===== src/rtl/ccs_pkg.sv =====
package ccs_pkg;
    typedef struct packed {
        logic sel;
        logic val;
    } ccs_cfg_t;

    localparam ccs_cfg_t CFG_RESET = '{sel: 1'b0, val: 1'b0};
endpackage


===== src/rtl/ccs_bitclk.sv =====
module ccs_bitclk (
    input  logic clk,
    input  logic rst_n,
    input  logic pwrdn_n,
    input  logic master,
    input  logic sclk_i,
    output logic sclk_o,
    output logic rise_o,
    output logic fall_o
);
    typedef struct packed {
        logic ph;
        logic sin;
    } bck_t;

    bck_t s_d, s_q;

    always_comb begin
        s_d     = s_q;
        s_d.sin = sclk_i;
        s_d.ph  = master & pwrdn_n & ~s_q.ph;
        if (master) begin
            rise_o = pwrdn_n & ~s_q.ph;
            fall_o = pwrdn_n & s_q.ph;
        end else begin
            rise_o = pwrdn_n & sclk_i & ~s_q.sin;
            fall_o = pwrdn_n & ~sclk_i & s_q.sin;
        end
    end

    always_ff @(posedge clk or negedge rst_n) begin
        if (!rst_n) s_q <= '0;
        else        s_q <= s_d;
    end

    assign sclk_o = s_q.ph;
endmodule


===== src/rtl/ccs_framer.sv =====
module ccs_framer #(
    parameter int WORD_W     = 16,
    parameter int RATIO_LO   = 256,
    parameter int RATIO_HI   = 512,
    parameter int CASC_LIMIT = 4,
    parameter int DEV_W      = 4
) (
    input  logic             clk,
    input  logic             rst_n,
    input  logic             pwrdn_n,
    input  logic             master,
    input  logic             rise,
    input  logic             fs_i,
    input  logic [DEV_W-1:0] dev_cnt,
    input  logic             sec_req,
    output logic             act_o,
    output logic             load_o,
    output logic             step_o,
    output logic             last_o,
    output logic             fsd_n_o,
    output logic             comm_o
);
    localparam int BW = $clog2(RATIO_HI);
    localparam int PW = $clog2(2 * WORD_W) + 1;
    localparam logic [PW-1:0] POS_WORD = PW'(WORD_W);
    localparam logic [PW-1:0] POS_END  = PW'(2 * WORD_W);
    localparam logic [BW:0]   WIN_LEN  = (BW+1)'(WORD_W);

    typedef struct packed {
        logic [BW-1:0] bcnt;
        logic          act;
        logic          pend;
        logic          sec;
        logic          comm;
        logic [PW-1:0] pos;
    } frm_t;

    localparam frm_t FRM_IDLE = '{bcnt: '1, act: 1'b0, pend: 1'b0,
                                  sec: 1'b0, comm: 1'b0, pos: POS_END};

    frm_t s_d, s_q;
    logic [BW-1:0] lim;
    logic [BW:0]   half;
    logic [BW:0]   b1;

    always_comb begin
        lim  = (dev_cnt > DEV_W'(CASC_LIMIT)) ? BW'(RATIO_HI - 1) : BW'(RATIO_LO - 1);
        half = ({1'b0, lim} + 1'b1) >> 1;
        s_d      = s_q;
        s_d.pend = s_q.pend | sec_req;
        b1       = '0;
        if (rise) begin
            if (master) begin
                s_d.bcnt = (s_q.bcnt >= lim) ? '0 : s_q.bcnt + 1'b1;
                if (s_d.bcnt == '0) begin
                    s_d.sec  = s_q.pend | sec_req;
                    s_d.pend = 1'b0;
                    s_d.comm = 1'b0;
                end
                b1 = {1'b0, s_d.bcnt};
                s_d.act = (b1 < WIN_LEN) ||
                          (s_d.sec && (b1 >= half) && (b1 < half + WIN_LEN));
                if (s_d.sec && (b1 == half)) s_d.comm = 1'b1;
            end else begin
                s_d.act = ~fs_i;
            end
            if (s_d.act && !s_q.act)  s_d.pos = '0;
            else if (s_q.pos < POS_END) s_d.pos = s_q.pos + 1'b1;
        end
        if (!pwrdn_n) s_d = FRM_IDLE;

        load_o = rise & s_d.act & ~s_q.act;
        step_o = rise & s_d.act & s_q.act & (s_d.pos < POS_WORD);
    end

    always_ff @(posedge clk or negedge rst_n) begin
        if (!rst_n) s_q <= FRM_IDLE;
        else        s_q <= s_d;
    end

    assign act_o   = s_q.act;
    assign last_o  = (s_q.pos == POS_WORD - 1'b1);
    assign fsd_n_o = !((s_q.pos >= POS_WORD) && (s_q.pos < POS_END));
    assign comm_o  = s_q.comm;
endmodule


===== src/rtl/ccs_shifter.sv =====
module ccs_shifter #(
    parameter int WORD_W = 16
) (
    input  logic              clk,
    input  logic              rst_n,
    input  logic              pwrdn_n,
    input  logic              load,
    input  logic              step,
    input  logic              fall,
    input  logic              act,
    input  logic              last,
    input  logic [WORD_W-1:0] tx_word,
    input  logic              din,
    output logic              dout,
    output logic [WORD_W-1:0] rx_word,
    output logic              rx_valid
);
    typedef struct packed {
        logic [WORD_W-1:0] tsh;
        logic              dout;
        logic [WORD_W-1:0] rsh;
        logic [WORD_W-1:0] rxw;
        logic              rxv;
    } shf_t;

    shf_t s_d, s_q;

    always_comb begin
        s_d     = s_q;
        s_d.rxv = 1'b0;
        if (load) begin
            s_d.dout = tx_word[WORD_W-1];
            s_d.tsh  = tx_word << 1;
        end else if (step) begin
            s_d.dout = s_q.tsh[WORD_W-1];
            s_d.tsh  = s_q.tsh << 1;
        end
        if (fall && act) begin
            s_d.rsh = {s_q.rsh[WORD_W-2:0], din};
            if (last) begin
                s_d.rxw = {s_q.rsh[WORD_W-2:0], din};
                s_d.rxv = 1'b1;
            end
        end
        if (!pwrdn_n) begin
            s_d.tsh  = '0;
            s_d.dout = 1'b0;
            s_d.rsh  = '0;
            s_d.rxv  = 1'b0;
        end
    end

    always_ff @(posedge clk or negedge rst_n) begin
        if (!rst_n) s_q <= '0;
        else        s_q <= s_d;
    end

    assign dout     = s_q.dout;
    assign rx_word  = s_q.rxw;
    assign rx_valid = s_q.rxv;
endmodule


===== src/rtl/ccs_serial_port.sv =====
module ccs_serial_port
    import ccs_pkg::*;
#(
    parameter int WORD_W     = 16,
    parameter int RATIO_LO   = 256,
    parameter int RATIO_HI   = 512,
    parameter int CASC_LIMIT = 4,
    parameter int DEV_W      = 4
) (
    input  logic              clk,
    input  logic              rst_n,
    input  logic              pwrdn_n,
    input  logic              master_i,
    input  logic [DEV_W-1:0]  dev_cnt_i,
    input  logic              sclk_i,
    input  logic              fs_i,
    output logic              sclk_o,
    output logic              fs_o,
    output logic              fsd_o,
    input  logic              din_i,
    output logic              dout_o,
    output logic              dout_oe_o,
    input  logic [WORD_W-1:0] tx_word_i,
    output logic [WORD_W-1:0] rx_word_o,
    output logic              rx_valid_o,
    input  logic              sec_req_i,
    input  logic              cfg_we_i,
    input  logic              cfg_sel_i,
    input  logic              cfg_val_i,
    output logic              flag_o
);
    ccs_cfg_t cfg_d, cfg_q;
    logic rise, fall, act, load, step, last, comm;

    ccs_bitclk u_bitclk (
        .clk     (clk),
        .rst_n   (rst_n),
        .pwrdn_n (pwrdn_n),
        .master  (master_i),
        .sclk_i  (sclk_i),
        .sclk_o  (sclk_o),
        .rise_o  (rise),
        .fall_o  (fall)
    );

    ccs_framer #(
        .WORD_W     (WORD_W),
        .RATIO_LO   (RATIO_LO),
        .RATIO_HI   (RATIO_HI),
        .CASC_LIMIT (CASC_LIMIT),
        .DEV_W      (DEV_W)
    ) u_framer (
        .clk     (clk),
        .rst_n   (rst_n),
        .pwrdn_n (pwrdn_n),
        .master  (master_i),
        .rise    (rise),
        .fs_i    (fs_i),
        .dev_cnt (dev_cnt_i),
        .sec_req (sec_req_i),
        .act_o   (act),
        .load_o  (load),
        .step_o  (step),
        .last_o  (last),
        .fsd_n_o (fsd_o),
        .comm_o  (comm)
    );

    ccs_shifter #(.WORD_W(WORD_W)) u_shifter (
        .clk      (clk),
        .rst_n    (rst_n),
        .pwrdn_n  (pwrdn_n),
        .load     (load),
        .step     (step),
        .fall     (fall),
        .act      (act),
        .last     (last),
        .tx_word  (tx_word_i),
        .din      (din_i),
        .dout     (dout_o),
        .rx_word  (rx_word_o),
        .rx_valid (rx_valid_o)
    );

    always_comb begin
        cfg_d = cfg_q;
        if (cfg_we_i) begin
            cfg_d.sel = cfg_sel_i;
            cfg_d.val = cfg_val_i;
        end
    end

    always_ff @(posedge clk or negedge rst_n) begin
        if (!rst_n) cfg_q <= CFG_RESET;
        else        cfg_q <= cfg_d;
    end

    assign fs_o      = master_i ? ~act : 1'b1;
    assign dout_oe_o = act;
    assign flag_o    = cfg_q.sel ? cfg_q.val : comm;
endmodule


===== config.mk =====
export PLATFORM = sky130hd
export DESIGN_NAME = ccs_serial_port
export DESIGN_NICKNAME = d
export VERILOG_FILES = /design/src/rtl/ccs_pkg.sv /design/src/rtl/ccs_bitclk.sv /design/src/rtl/ccs_framer.sv /design/src/rtl/ccs_shifter.sv /design/src/rtl/ccs_serial_port.sv
export SDC_FILE = /design/constraint.sdc
export NUM_CORES = 1
export LEC_CHECK = 0
export BUFFER_PORTS_ARGS = -buffer_cell sky130_fd_sc_hd__buf_4
export CAP_MARGIN = 20
export CORE_ASPECT_RATIO = 1.4
export CORE_MARGIN = 2
export CORE_UTILIZATION = 61
export CTS_BUF_LIST = sky130_fd_sc_hd__clkbuf_2
export DETAILED_ROUTE_END_ITERATION = 10
export PLACE_DENSITY = 0.82
export RECOVER_POWER = 100
export SETUP_SLACK_MARGIN = 0.4
export SLEW_MARGIN = 0
export SYNTH_ARGS = -nofsm -noshare
export SYNTH_HDL_FRONTEND = slang
export SYNTH_HIERARCHICAL = 1
export SYNTH_SLANG_ARGS = --single-unit

===== constraint.sdc =====
create_clock -name clk -period 5.22 [get_ports clk]
set_input_delay 1.305 -clock clk [delete_from_list [all_inputs] [get_ports clk]]
set_output_delay 1.305 -clock clk [all_outputs]
set_load 0.01 [all_outputs]

==> reports/metrics.yaml <==
drt:
  ant_nets: 0
  drt_first_pass_iters: 4
  wl_met2_um: 4050
  drt_iter0_drc: 212
  drc_errors: 0
  totalWireLength_um: 7940
  vias_per_cell: 6.22
  wl_met3_um: 388
  drt-met1-wl_um: 3260
  maxUsedRoutingLayer: "met4"
  num_vias: 3004
  post_drt_wl_per_cell_um: 16.4
run:
  maxCapViolCount: 1
hold_path:
  hp-class: "reg2reg"
  hold_start: "u_shifter/rx_word[9]"
  holdPathEnd: "u_shifter/rx_word[9]"
  holdPathStages: 1
critical_path:
  cp-start-kind: "input port"
  worstPathArrival_ns: 4.94
  worstSetupPathType: "in2reg"
  timing.rr.end: "u_shifter/s_q[41]"
  slowest_stage: "ha_1"
  reg2reg_from: "u_framer/s_q[10]"
  critPathMaxFanout: 18
  path_cells: "clkbuf_4, o21ai_0, nor2b_1, ha_1, nor4bb_1, nand3_1, o211a_1, nor2_1, ha_1, nor2b_1, o22ai_1, a21oi_1, o211ai_1, nand2_2, and2_2, inv_1, a211oi_1"
  worst-r2r-cell-count: 14
  r2r_setup_slack_ns: 1.20
  crit_required_ns: 5.61
  endpoint_kind: "register"
  slowest_delay_ns: 0.35
placement:
  hpwl_um: 5380
  post_dp_cell_area_mm2: 0.00427
  place.gp.congestion: 0.806
  io_buffer_count: 53
sta:
  slew_headroom_pct: -148
  worst_pin_slew_ns: 3.72
  slew_violations: 72
  timing.final.crit_share_pct: 87.1
  rsz0062_at_grt: "no"
  fin_setup_tns_ns: 0
  hold_viol: 0
  period_needed_ns: 4.55
  fmax_mhz: 220
  skew_ns: 0.0389
  finalSetupViolCount: 0
pwr:
  peakVddDrop_uv: 164
  powerDensity_mw_per_mm2: 280
  power_leakage_nw: 1.88
finish:
  drive_gt1_share_pct: 24.0
  area_growth_pct: 6.96
  diodes: 0
  layout.nets: 441
  nFillCells: 565
  final_cell_area_mm2: 0.00429
  final_common_cell: "dfrtp_1"
  layout_common_cells: "61 x dfrtp_1, 28 x buf_4, 28 x nand3_1"
die:
  floorplan.initialDensity_pct: 61.9
  rows: 35
  core_area_mm2: 0.00648
  die_width_um: 72.5
  die_h_um: 99.9
  io_pins: 54
  die-area_mm2: 0.00725
yosys:
  async_flop_share_pct: 100
  ys_seq_area_share_pct: 44.6
  synth_cells: 373
  synth_seq_cells: 71
  synth.avg_cell_area_um2: 10.8
  synth_top_flop_cell: "dfrtp_1"
  syn_area_mm2: 0.00401
  synth-edff-count: 0
  yosysUniqueCellTypes: 62
  yosys_warnings: 6
  synth_nets: 410
clocking:
  cts_buffers: 9
  cts_max_level: 3
  clock_latency_ns: 0.51
  post-cts-setup-buffer-count: 0
  cts_tree: "yes"
  clock_path_buffers: 2
  cts_root_buf: "clkbuf_2"
  clkTransAtPathRegs_ns: 0.21
  clock-sinks: 71
  postCtsHoldBufs: 0
global_routing:
  antenna_found_initial: 0
  grt_start_max_net_pins: 72
  grt_pass1_vias: 2983
  grt_pass1_wl_um: 13500
  gr-total-overflow: 0
  grt.total_usage_pct: 23.6
run_status:
  violations: "max-capacitance violations, max-slew violations"
  status: "finished with violations"
cells in the mapped netlist, types with 5 or more instances:
cell type,n,share of area (%)
a211oi_1,17,3.2
a21bo_2,15,3.7
a21oi_1,23,2.9
and2_1,5,0.78
buf_4,18,3.4
buf_6,5,1.4
clkbuf_1,13,1.2
dfrtp_1,61,38
dfstp_2,10,6.6
ha_1,6,1.9
inv_1,6,0.56
mux2_2,11,3.1
mux2_4,9,3.4
mux2i_1,15,3.7
nand2_1,20,1.9
nand3_1,28,3.5
nor2_1,14,1.3
nor2b_1,20,3.1
o211ai_1,5,0.94
o21ai_0,7,0.87
o311ai_0,5,1.1
layout make-up:
type                            count  area [µm²]  share of cell area, %
Clock buffer                       10        50.0                   1.17
Inverter                            7        26.3                  0.613
Timing Repair Buffer               57         347                   8.08
Multi-Input combinational cell    258        1880                   43.7
Tap cell                           74        92.6                   2.16
Clock inverter                      6         109                   2.54
Sequential cell                    71        1790                   41.7
critical path, delay by kind of cell:
family	cells	cell delay, ns
AOI/OAI and AO/OA	6	1.19
adders and majority gates	2	0.57
buffers and inverters	2	0.38
and+or+nand+nor	7	1.51
routing by layer:
layer	track usage (%)	vias up
met4	11.7	0
met1	29.0	1471
met3	5.32	22
met5	0	-
li1	-	1408
met2	38.8	103
logic make-up (layout without fill, tap and decap cells):
kind of cell | Yosys count | in the layout | synth area share (%)
AO/OA/AOI/OAI | 97 | 97 | 18.5
XOR/XNOR | 1 | 1 | 0.218
adder cells (fa/ha/maj) | 6 | 6 | 1.87
buffers and inverters | 44 | 80 | 6.99
flip-flops | 71 | 71 | 44.6
multiplexers | 35 | 35 | 10.2
AND/OR/NAND/NOR | 119 | 119 | 17.6
timing repair:
item | 4_1_cts | 5_1_grt
hold endpoints to repair | 0 | 0
gates resized for setup | 0 | 1
endpoints found under the setup margin | 0 | 15
where the power goes:
part	switching, W	total [W]	internal [W]
registers	0.0000179	0.000590	0.000572
logic	0.000126	0.000209	0.0000837
clock network	0.000194	0.000403	0.000209
metrics by stage:
step	hold WS (ns)	power (W)	worst slack [ns]	instances	util, %
final	0.518	0.00120	0.672	483	66.2
after global placement	0.490	0.000811	0.248	466	65.9
after CTS	0.540	0.00122	0.624	482	68.4
after global routing	0.540	0.00126	0.342	483	66.2
after floorplan	0.471	0.000755	0.877	373	-
after detailed placement	0.493	0.000817	0.0771	466	65.9
state kept, by name, summed over array words and instances (netlist names):
| register | flops |
|---|---|
| u_shifter/s_q | 30 |
| u_framer/s_q | 17 |
| u_shifter/rx_word | 16 |
| cfg_q | 2 |
| u_bitclk/s_q | 1 |
| u_bitclk/sclk_o | 1 |
| u_framer/act_o | 1 |
| u_framer/comm_o | 1 |
| u_shifter/dout | 1 |
| u_shifter/rx_valid | 1 |
worst max-delay path by stage:
stage,start,endpoint,slack [ns],cells after the start
finish,dev_cnt_i[0],u_shifter/s_q[41],0.67,17
global route,rst_n,u_framer/comm_o,0.34,1
CTS,dev_cnt_i[0],u_shifter/s_q[41],0.62,17
detailed placement,dev_cnt_i[0],u_shifter/s_q[41],0.08,17
global placement,dev_cnt_i[0],u_shifter/dout,0.25,17
floorplan,dev_cnt_i[0],u_shifter/s_q[39],0.88,18
(Power assumes the default switching activity.)
